===== src/rtl/nv_commit_pkg.sv =====
package nv_commit_pkg;

  typedef enum logic [1:0] {
    SEG_USER = 2'd0,
    SEG_CFG  = 2'd1,
    SEG_NONE = 2'd2
  } segKind_t;

  typedef struct packed {
    logic loadTimer;
    logic clrFrame;
  } ctlStrobes_t;

endpackage


===== src/rtl/nv_commit_datapath.sv =====
module nv_commit_datapath
  import nv_commit_pkg::*;
#(
  parameter int ADDR_W      = 9,
  parameter int SEG_W       = 4,
  parameter int CNT_W       = 12,
  parameter int USER_SEGS   = 8,
  parameter int CFG_SEG     = 8,
  parameter int CFG_SKIP    = 10,
  parameter int PROG_CYCLES = 2000
) (
  input  logic              clk,
  input  logic              rstN,
  input  ctlStrobes_t       strobes,
  input  logic              addrValid,
  input  logic [ADDR_W-1:0] startAddr,
  input  logic [CNT_W-1:0]  dataBits,
  input  logic              byteDone,
  input  logic              byteWritable,
  input  logic              wrProt,
  output logic              wholeBytes,
  output logic              anyWritable,
  output logic              timerDone
);
  localparam int SEG_IDX_W = ADDR_W - SEG_W;
  localparam int TMR_W     = $clog2(PROG_CYCLES + 1);

  logic [SEG_IDX_W-1:0] segIdx;
  logic [SEG_W-1:0]     ptr;
  logic [TMR_W-1:0]     timer;
  segKind_t             segKind;
  logic                 byteOk;

  always_comb begin
    if (int'(segIdx) < USER_SEGS)       segKind = SEG_USER;
    else if (int'(segIdx) == CFG_SEG)   segKind = SEG_CFG;
    else                                segKind = SEG_NONE;
  end

  always_comb begin
    unique case (segKind)
      SEG_USER: byteOk = byteWritable && !wrProt;
      SEG_CFG:  byteOk = byteWritable && (ptr >= SEG_W'(CFG_SKIP));
      default:  byteOk = 1'b0;
    endcase
  end

  // frame tracking: pointer and writable-byte flag
  always_ff @(posedge clk or negedge rstN) begin
    if (!rstN) begin
      segIdx      <= '1;
      ptr         <= '0;
      anyWritable <= 1'b0;
    end else if (addrValid) begin
      segIdx      <= startAddr[ADDR_W-1:SEG_W];
      ptr         <= startAddr[SEG_W-1:0];
      anyWritable <= 1'b0;
    end else if (strobes.clrFrame) begin
      anyWritable <= 1'b0;
    end else if (byteDone) begin
      if (byteOk) anyWritable <= 1'b1;
      ptr <= ptr + 1'b1;
    end
  end

  assign wholeBytes = (dataBits != '0) && (dataBits[2:0] == 3'd0);

  // programming timer
  always_ff @(posedge clk or negedge rstN) begin
    if (!rstN)                  timer <= '0;
    else if (strobes.loadTimer) timer <= TMR_W'(PROG_CYCLES - 1);
    else if (timer != '0)       timer <= timer - 1'b1;
  end

  assign timerDone = (timer == '0);

  AST_TMR_BOUND: assert property (@(posedge clk) disable iff (!rstN)
    timer <= TMR_W'(PROG_CYCLES - 1));

  AST_CFG_SKIP: assert property (@(posedge clk) disable iff (!rstN)
    (byteDone && !addrValid && !strobes.clrFrame && segKind == SEG_CFG &&
     ptr < SEG_W'(CFG_SKIP) && !anyWritable) |=> !anyWritable);

  AST_NONE_SEG: assert property (@(posedge clk) disable iff (!rstN)
    (byteDone && !addrValid && segKind == SEG_NONE && !anyWritable) |=> !anyWritable);

endmodule


===== src/rtl/nv_commit_control.sv =====
module nv_commit_control
  import nv_commit_pkg::*;
(
  input  logic        clk,
  input  logic        rstN,
  input  logic        csN,
  input  logic        opWrite,
  input  logic        opEnable,
  input  logic        wholeBytes,
  input  logic        anyWritable,
  input  logic        timerDone,
  output ctlStrobes_t strobes,
  output logic        busy,
  output logic        writeEnLatch,
  output logic        commitPulse
);
  logic csMeta, csSync, csPrev;
  logic csRise, goCommit;

  always_ff @(posedge clk or negedge rstN) begin
    if (!rstN) begin
      csMeta <= 1'b1;
      csSync <= 1'b1;
      csPrev <= 1'b1;
    end else begin
      csMeta <= csN;
      csSync <= csMeta;
      csPrev <= csSync;
    end
  end

  assign csRise   = csSync && !csPrev;
  assign goCommit = csRise && !busy && !opEnable && opWrite &&
                    writeEnLatch && wholeBytes && anyWritable;

  always_comb begin
    strobes.loadTimer = goCommit;
    strobes.clrFrame  = csRise;
  end

  always_ff @(posedge clk or negedge rstN) begin
    if (!rstN) begin
      busy         <= 1'b0;
      writeEnLatch <= 1'b0;
      commitPulse  <= 1'b0;
    end else begin
      commitPulse <= 1'b0;
      if (busy && timerDone) begin
        busy         <= 1'b0;
        writeEnLatch <= 1'b0;
      end else if (csRise && !busy) begin
        if (opEnable) begin
          writeEnLatch <= 1'b1;
        end else if (goCommit) begin
          busy        <= 1'b1;
          commitPulse <= 1'b1;
        end
      end
    end
  end

  AST_BUSY_NEEDS_WEL: assert property (@(posedge clk) disable iff (!rstN)
    busy |-> writeEnLatch);

  AST_WEL_CLEAR_AT_END: assert property (@(posedge clk) disable iff (!rstN)
    $fell(busy) |-> !writeEnLatch);

  AST_START_CONDITIONS: assert property (@(posedge clk) disable iff (!rstN)
    $rose(busy) |-> $past(wholeBytes && anyWritable && writeEnLatch && opWrite));

  AST_PULSE_WITH_BUSY: assert property (@(posedge clk) disable iff (!rstN)
    commitPulse |-> $rose(busy));

  AST_WEL_SET_ON_RELEASE: assert property (@(posedge clk) disable iff (!rstN)
    $rose(writeEnLatch) |-> $past(csRise));

endmodule


===== src/rtl/nv_commit_ctrl.sv =====
module nv_commit_ctrl
  import nv_commit_pkg::*;
#(
  parameter int ADDR_W      = 9,
  parameter int SEG_W       = 4,
  parameter int CNT_W       = 12,
  parameter int USER_SEGS   = 8,
  parameter int CFG_SEG     = 8,
  parameter int CFG_SKIP    = 10,
  parameter int PROG_CYCLES = 2000
) (
  input  logic              clk,
  input  logic              rstN,
  input  logic              csN,
  input  logic              opWrite,
  input  logic              opEnable,
  input  logic              addrValid,
  input  logic [ADDR_W-1:0] startAddr,
  input  logic [CNT_W-1:0]  dataBits,
  input  logic              byteDone,
  input  logic              byteWritable,
  input  logic              wrProt,
  output logic              busy,
  output logic              writeEnLatch,
  output logic              commitPulse
);
  ctlStrobes_t strobes;
  logic wholeBytes, anyWritable, timerDone;

  nv_commit_control control_i (
    .clk          (clk),
    .rstN         (rstN),
    .csN          (csN),
    .opWrite      (opWrite),
    .opEnable     (opEnable),
    .wholeBytes   (wholeBytes),
    .anyWritable  (anyWritable),
    .timerDone    (timerDone),
    .strobes      (strobes),
    .busy         (busy),
    .writeEnLatch (writeEnLatch),
    .commitPulse  (commitPulse)
  );

  nv_commit_datapath #(
    .ADDR_W      (ADDR_W),
    .SEG_W       (SEG_W),
    .CNT_W       (CNT_W),
    .USER_SEGS   (USER_SEGS),
    .CFG_SEG     (CFG_SEG),
    .CFG_SKIP    (CFG_SKIP),
    .PROG_CYCLES (PROG_CYCLES)
  ) datapath_i (
    .clk          (clk),
    .rstN         (rstN),
    .strobes      (strobes),
    .addrValid    (addrValid),
    .startAddr    (startAddr),
    .dataBits     (dataBits),
    .byteDone     (byteDone),
    .byteWritable (byteWritable),
    .wrProt       (wrProt),
    .wholeBytes   (wholeBytes),
    .anyWritable  (anyWritable),
    .timerDone    (timerDone)
  );

endmodule


===== config.mk =====
export PLATFORM = sky130hd
export DESIGN_NAME = nv_commit_ctrl
export DESIGN_NICKNAME = d
export VERILOG_FILES = /design/src/rtl/nv_commit_pkg.sv /design/src/rtl/nv_commit_datapath.sv /design/src/rtl/nv_commit_control.sv /design/src/rtl/nv_commit_ctrl.sv
export SDC_FILE = /design/constraint.sdc
export NUM_CORES = 1
export LEC_CHECK = 0
export BUFFER_PORTS_ARGS = -buffer_cell sky130_fd_sc_hd__buf_2
export CAP_MARGIN = 20
export CORE_ASPECT_RATIO = 1.2
export CORE_UTILIZATION = 30
export DETAILED_ROUTE_END_ITERATION = 12
export PLACE_DENSITY_LB_ADDON = 0.05
export SLEW_MARGIN = 20
export SYNTH_ARGS = -nofsm -noshare
export SYNTH_HDL_FRONTEND = slang
export SYNTH_HIERARCHICAL = 1
export SYNTH_SLANG_ARGS = --single-unit

===== constraint.sdc =====
create_clock -name clk -period 2.25 [get_ports clk]
set_clock_uncertainty 0.15 [all_clocks]
set_input_delay 0.1125 -clock clk [delete_from_list [all_inputs] [get_ports clk]]
set_output_delay 0.1125 -clock clk [all_outputs]
set_load 0.1 [all_outputs]

# Word-level counts from Yosys, hierarchy flattened
# Index checks and enable logic that the tools add are counted.
# totals
ff_bits	27
inputBits	30
# classes
addsub	2
n_lt_le_gt_ge	2
eq_ne	4
muxes	23
reduce_logical	31
# ops
operator	n
two-way mux 11 bit	2
two-way mux 1 bit	15
two-way mux 4 bit	3
nonzero test 12 bit	1
logical AND 1 bit	11
logical NOT 11 bit	1
nonzero test 11 bit	1
subtractor 11 x 1 -> 11 bit, second input constant	1
nonzero test 2 bit	5
AND reduction 2 bit	3
nonzero test 3 bit	2
equality test 5 bit, second input constant	1
< comparator 5 x 4 -> 1 bit, second input constant	1
adder 4 x 1 -> 4 bit, second input constant	1
>= comparator 4 bit, second input constant	1
logical NOT 1 bit	4
two-way mux 2 bit	2
logical NOT 3 bit	1
AND reduction 3 bit	1
equality test 2 x 1 -> 1 bit, second input constant	1
logical NOT 2 bit	1
!= test 2 x 1 -> 1 bit, second input constant	1
!= test 2 bit, second input constant	1
case mux 1 bit (2 select lines)	1

# Logic depth before layout (Yosys ltp)
# depth
word_depth	12
mapped_depth	9

# By module
# Netlist, hierarchy kept.
# by_module_without_submodules
module	instances	cells_per_inst	area_each_um2
nv_commit_datapath	1	107	1108.6
nv_commit_control	1	18	262.8

# Worst setup path before layout
# Ideal clock, no wire load.
# synth_path
kind	reg2reg
from	register control_i.busy
to	register datapath_i.timer[7]
setup_time_ns	0.124
arrival_ns	1.783
required_ns	1.976
path_slack_ns	0.193
path_stages_with_launch	6
path_buffers	2
synth_period_minus_slack_ns	2.057
path_cell_list	dfrtp_1 nand2b_1 nor3_1 buf_4 clkbuf_1 a211o_2
# synth_via
elab_chain_cells	8
elab_cells_between_ends	9
cone_classes	1 x mux; 8 x reduce/logical
# synth_rtl
item	line	source
start: declaration	nv_commit_control.sv:13	output logic busy,
start signal: assignment	nv_commit_control.sv:43	busy <= 1'b0;
start signal: assignment	nv_commit_control.sv:49	busy <= 1'b0;
start signal: assignment	nv_commit_control.sv:55	busy <= 1'b1;
logical NOT 1 bit (*)	nv_commit_control.sv:33	assign goCommit = csRise && !busy && !opEnable && opWrite &&
logical AND 1 bit (*) (4 in a row)	nv_commit_control.sv:33	
logical AND 1 bit (*) (2 in a row)	nv_commit_control.sv:34	writeEnLatch && wholeBytes && anyWritable;
net control_i.goCommit	nv_commit_control.sv:18	logic csRise, goCommit;
two-way mux 11 bit / nonzero test 2 bit (equally long branches)	-	
end signal: assignment	nv_commit_datapath.sv:71	else if (strobes.loadTimer) timer <= TMR_W'(PROG_CYCLES - 1);
end signal: assignment	nv_commit_datapath.sv:72	else if (timer != '0) timer <= timer - 1'b1;
end: declaration	nv_commit_datapath.sv:30	logic [TMR_W-1:0] timer;
# Mark *: on every way through the listed nets, which the timed path passes. The rest lies on a longest branch.
# A chain may end at the register's enable or synchronous reset.

# Final worst setup path
# layout_path
from	register datapath_i.timer[5]
to	register datapath_i.timer[1]
# layout_via
elab_chain_cells	2
# layout_rtl
item	line
nonzero test 11 bit	nv_commit_datapath.sv:72
nonzero test 2 bit (no source line)	-
# Every way passes these cells.

==> metrics.log <==
[metrics] design area: 1780 um2
[metrics] area of the multi-input gates: 631 um2
[metrics] library cell contributing the largest single delay on the critical path: and4_1
[metrics] number of unique standard cell types used by synthesis: 40
[metrics] Clk pin slew, worst setup/hold paths: 100 ps
[metrics] Slew headroom: 55.1%
[metrics] antenna-violating nets left: 0
[metrics] root buffer cell: clkbuf_8
[metrics] Core ar.: 4330 um2
[metrics] TritonCTS clock tree: built
[metrics] total negative slack: 0 ps
[metrics] final slew viol count: 0
[metrics] number of buffers added by the clock tree synthesis step: 3
[metrics] post_cts resized: 0
[metrics] cell count after synthesis: 125
[metrics] I/O pins: 33
[metrics] data required time at the worst endpoint: 2270 ps
[metrics] x dimension of the die: 63.7 um
[metrics] run status: finished clean
[metrics] # setup viols final: 0
[metrics] # DRC: 0
[metrics] number of detailed-routing iterations run before antenna repair: 4
[metrics] crit-path cells: nor4_1 > and4_1 > mux2i_1 > or2_2
[metrics] predominant post-synthesis flop cell: dfrtp_1
[metrics] peak fanout along the critical path: 8
[metrics] count of routing violations after the opening detailed-route iteration: 38
[metrics] reg-to-reg critical path endpoint: datapath_i/timer[1]
[metrics] post-detailed-route via-to-cell ratio: 4.96
[metrics] largest buffer count on any clock path: 2
[metrics] cell leakage power: 0.803 nW
[metrics] synth-to-layout area growth: 29.8%
[metrics] worst IR drop on VDD: 0.222 mV
[metrics] via total after detailed routing: 1136
[metrics] count of final hold-check violations: 0
[metrics] filler cell count: 449
[metrics] Port Buffer Count: 32
[metrics] Vert. Die Dim: 76.1 um
[metrics] Final period util: 91.2%
[metrics] Core Rows: 26
[metrics] n_diodes: 0
[metrics] startpoint class of the critical path: register
[metrics] Data arrival, critical path: 2070 ps
[metrics] worst min-delay path category: in -> reg
[metrics] standard cell area after detailed placement: 1610 um2
[metrics] overall routed net length: 2.86 mm
[metrics] number of global-route vias before repair: 1098
[metrics] Min Clock Period, post-route: 2050 ps
[metrics] Cells after DPL: 213
[metrics] endpoint of the most critical setup path: datapath_i/timer[1]
[metrics] effective utilization at floorplan: 31.7%
[metrics] PnR Total Power: 0.912 mW
[metrics] final routed wire length divided by cell count: 12.5 um
[metrics] final weighted congestion in routability-driven placement: 0.704
[metrics] Global Route Usage Sum: 12.8%
[metrics] number of synthesized flops with an enable pin: 0
[metrics] Worst-Skew Late Latency: 270 ps
[metrics] total of max-cap violations: 0
[metrics] pin count of the biggest net entering global routing: 28
[metrics] worst-margin pin slew: 670 ps
[metrics] global route total overflow: 0
[metrics] first-pass GRT wire length: 4.94 mm
[metrics] flip-flop and latch area: 686 um2
[metrics] Crit. Startpoint: datapath_i/timer[5]
[metrics] Warnings, synthesis: 6
[metrics] clock sink total: 27
[metrics] Synth Area per Inst: 11.0 um2
[metrics] final net count: 208
[metrics] total nets after synthesis: 159
[metrics] number of H-tree branching levels: 1
[metrics] initial antenna violation count: 0
[metrics] Peak Freq: 0.488 GHz
[metrics] post-synthesis async set-or-reset flop share: 100%
[metrics] flop2flop setup slack: 200 ps
[metrics] kind of critical path: reg -> reg
[metrics] Worst Setup End Kind: register
[metrics] DIE AREA: 4850 um2
[metrics] filler-free cell count of the finished design: 229
[metrics] portion of the post-synthesis area used by sequential elements: 50.0%
[metrics] Post-Syn Area: 1370 um2
[metrics] cell depth of the worst flop-to-flop path: 4
[metrics] Detail Placement HPWL: 2.09 mm
[metrics] power per unit of standard cell area: 512 nW/um2
[metrics] Worst R2R Start: datapath_i/timer[5]
[metrics] Seq cells post-synth: 27
[metrics] setup repair after global routing missed its margin: no
[metrics] layout cell share with drive strength beyond 1: 35.3%
[metrics] crit-path max cell delay: 490 ps
==> layout by cell type (no fill, tap or decap), types with 4 or more instances in the layout <==
master,synthesis,routed
a21oi_1,4,4
buf_2,0,32
buf_4,3,5
dfrtp_1,19,19
dfstp_2,8,8
dlygate4sd3_1,0,12
ha_1,4,4
inv_1,8,8
mux2_2,5,5
nand2_1,7,7
nor2_1,5,5
nor3_1,8,7
o21ai_0,6,6
==> power breakdown <==
group          leakage, nW  internal [mW]  switching [mW]  total [mW]
Combinational        0.455         0.0605          0.0417       0.102
Sequential           0.322          0.515          0.0168       0.532
Clock               0.0255          0.124           0.154       0.278
Total                0.803          0.700           0.212       0.912
==> per-layer routing <==
metal,GRT usage [%],wire [um]
met1,15.3,1240
met3,1.80,66
met2,22.8,1530
met4,4.77,23
met5,0,0
==> cells in the mapped netlist (all sizes together), types with 3 or more instances <==
master,count,area share [%]
ha,4,3.6
mux2,5,4.1
nand2,7,1.9
buf,3,1.6
nor2,5,1.4
nor3,8,2.9
inv,8,2.2
nand4,3,1.4
dfrtp,19,35
o21ai,6,2.2
a211o,4,2.6
or3,3,1.4
nand2b,4,2.4
xnor2,3,1.9
or4,4,2.5
dfstp,8,15
a21oi,4,1.5
==> registers in the layout, indices dropped and copies added, names as in the netlist <==
signal                  count
datapath_i/ptr              4
datapath_i/segIdx           5
datapath_i/timer           11
control_i/csSync            1
control_i/writeEnLatch      1
control_i/csPrev            1
datapath_i/anyWritable      1
control_i/busy              1
control_i/csMeta            1
control_i/commitPulse       1
==> worst min path at each step <==
| stage | cells after the start | start | slack, ps | to |
|---|---|---|---|---|
| after CTS | 4 | wrProt | 7 | datapath_i/anyWritable |
| final | 4 | wrProt | 3 | datapath_i/anyWritable |
| after global placement | 1 | rstN | 20 | datapath_i/timer[9] |
| after floorplan | 0 | rstN | -330 | control_i/busy |
| after detailed placement | 1 | rstN | 20 | datapath_i/timer[9] |
| after global routing | 4 | wrProt | 30 | datapath_i/anyWritable |
==> critical path, delay by kind of cell (launching register included) <==
family,cells,cell delay [ps]
AND/OR/NAND/NOR,3,1240
flip-flops,1,430
multiplexers,1,120
==> stage by stage <==
step,utilization (%),setup slack [ps],hold slack (ps)
after floorplan,-,193,-333
after global placement,37.2,-95.5,17.7
after detailed placement,37.2,-229,18.7
after CTS,41.0,43.7,7.27
after global routing,41.2,60.3,26.6
final,41.2,199,3.48
==> layout make-up <==
cell class              instances  share of cell area (%)
clock buffers                   3                    2.32
clock inverters                 1                   0.281
inverters                       8                    1.69
multi-input cells              85                    35.4
flip-flops and latches         27                    38.5
well taps                      56                    3.94
repair buffers                 49                    17.8
==> cells by family (layout without fill, tap and decap cells) <==
kind of cell | count (synthesis) | in the layout | share of synthesized area, %
adders and majority gates | 4 | 4 | 3.65
xor gates and xnor gates | 4 | 4 | 2.56
muxes | 7 | 7 | 5.57
and+or+nand+nor | 45 | 45 | 20.4
AOI/OAI and AO/OA | 25 | 25 | 13.4
buffers and inverters | 13 | 61 | 4.38
DFF | 27 | 27 | 50.0
==> timing repair <==
| action | in CTS | in global routing |
|---|---|---|
| hold buffers | 12 | 0 |
| setup endpoints to repair | 0 | 0 |
| hold endpoints to repair | 30 | 0 |
| setup buffers | 0 | 0 |
(Power assumes the default switching activity.)
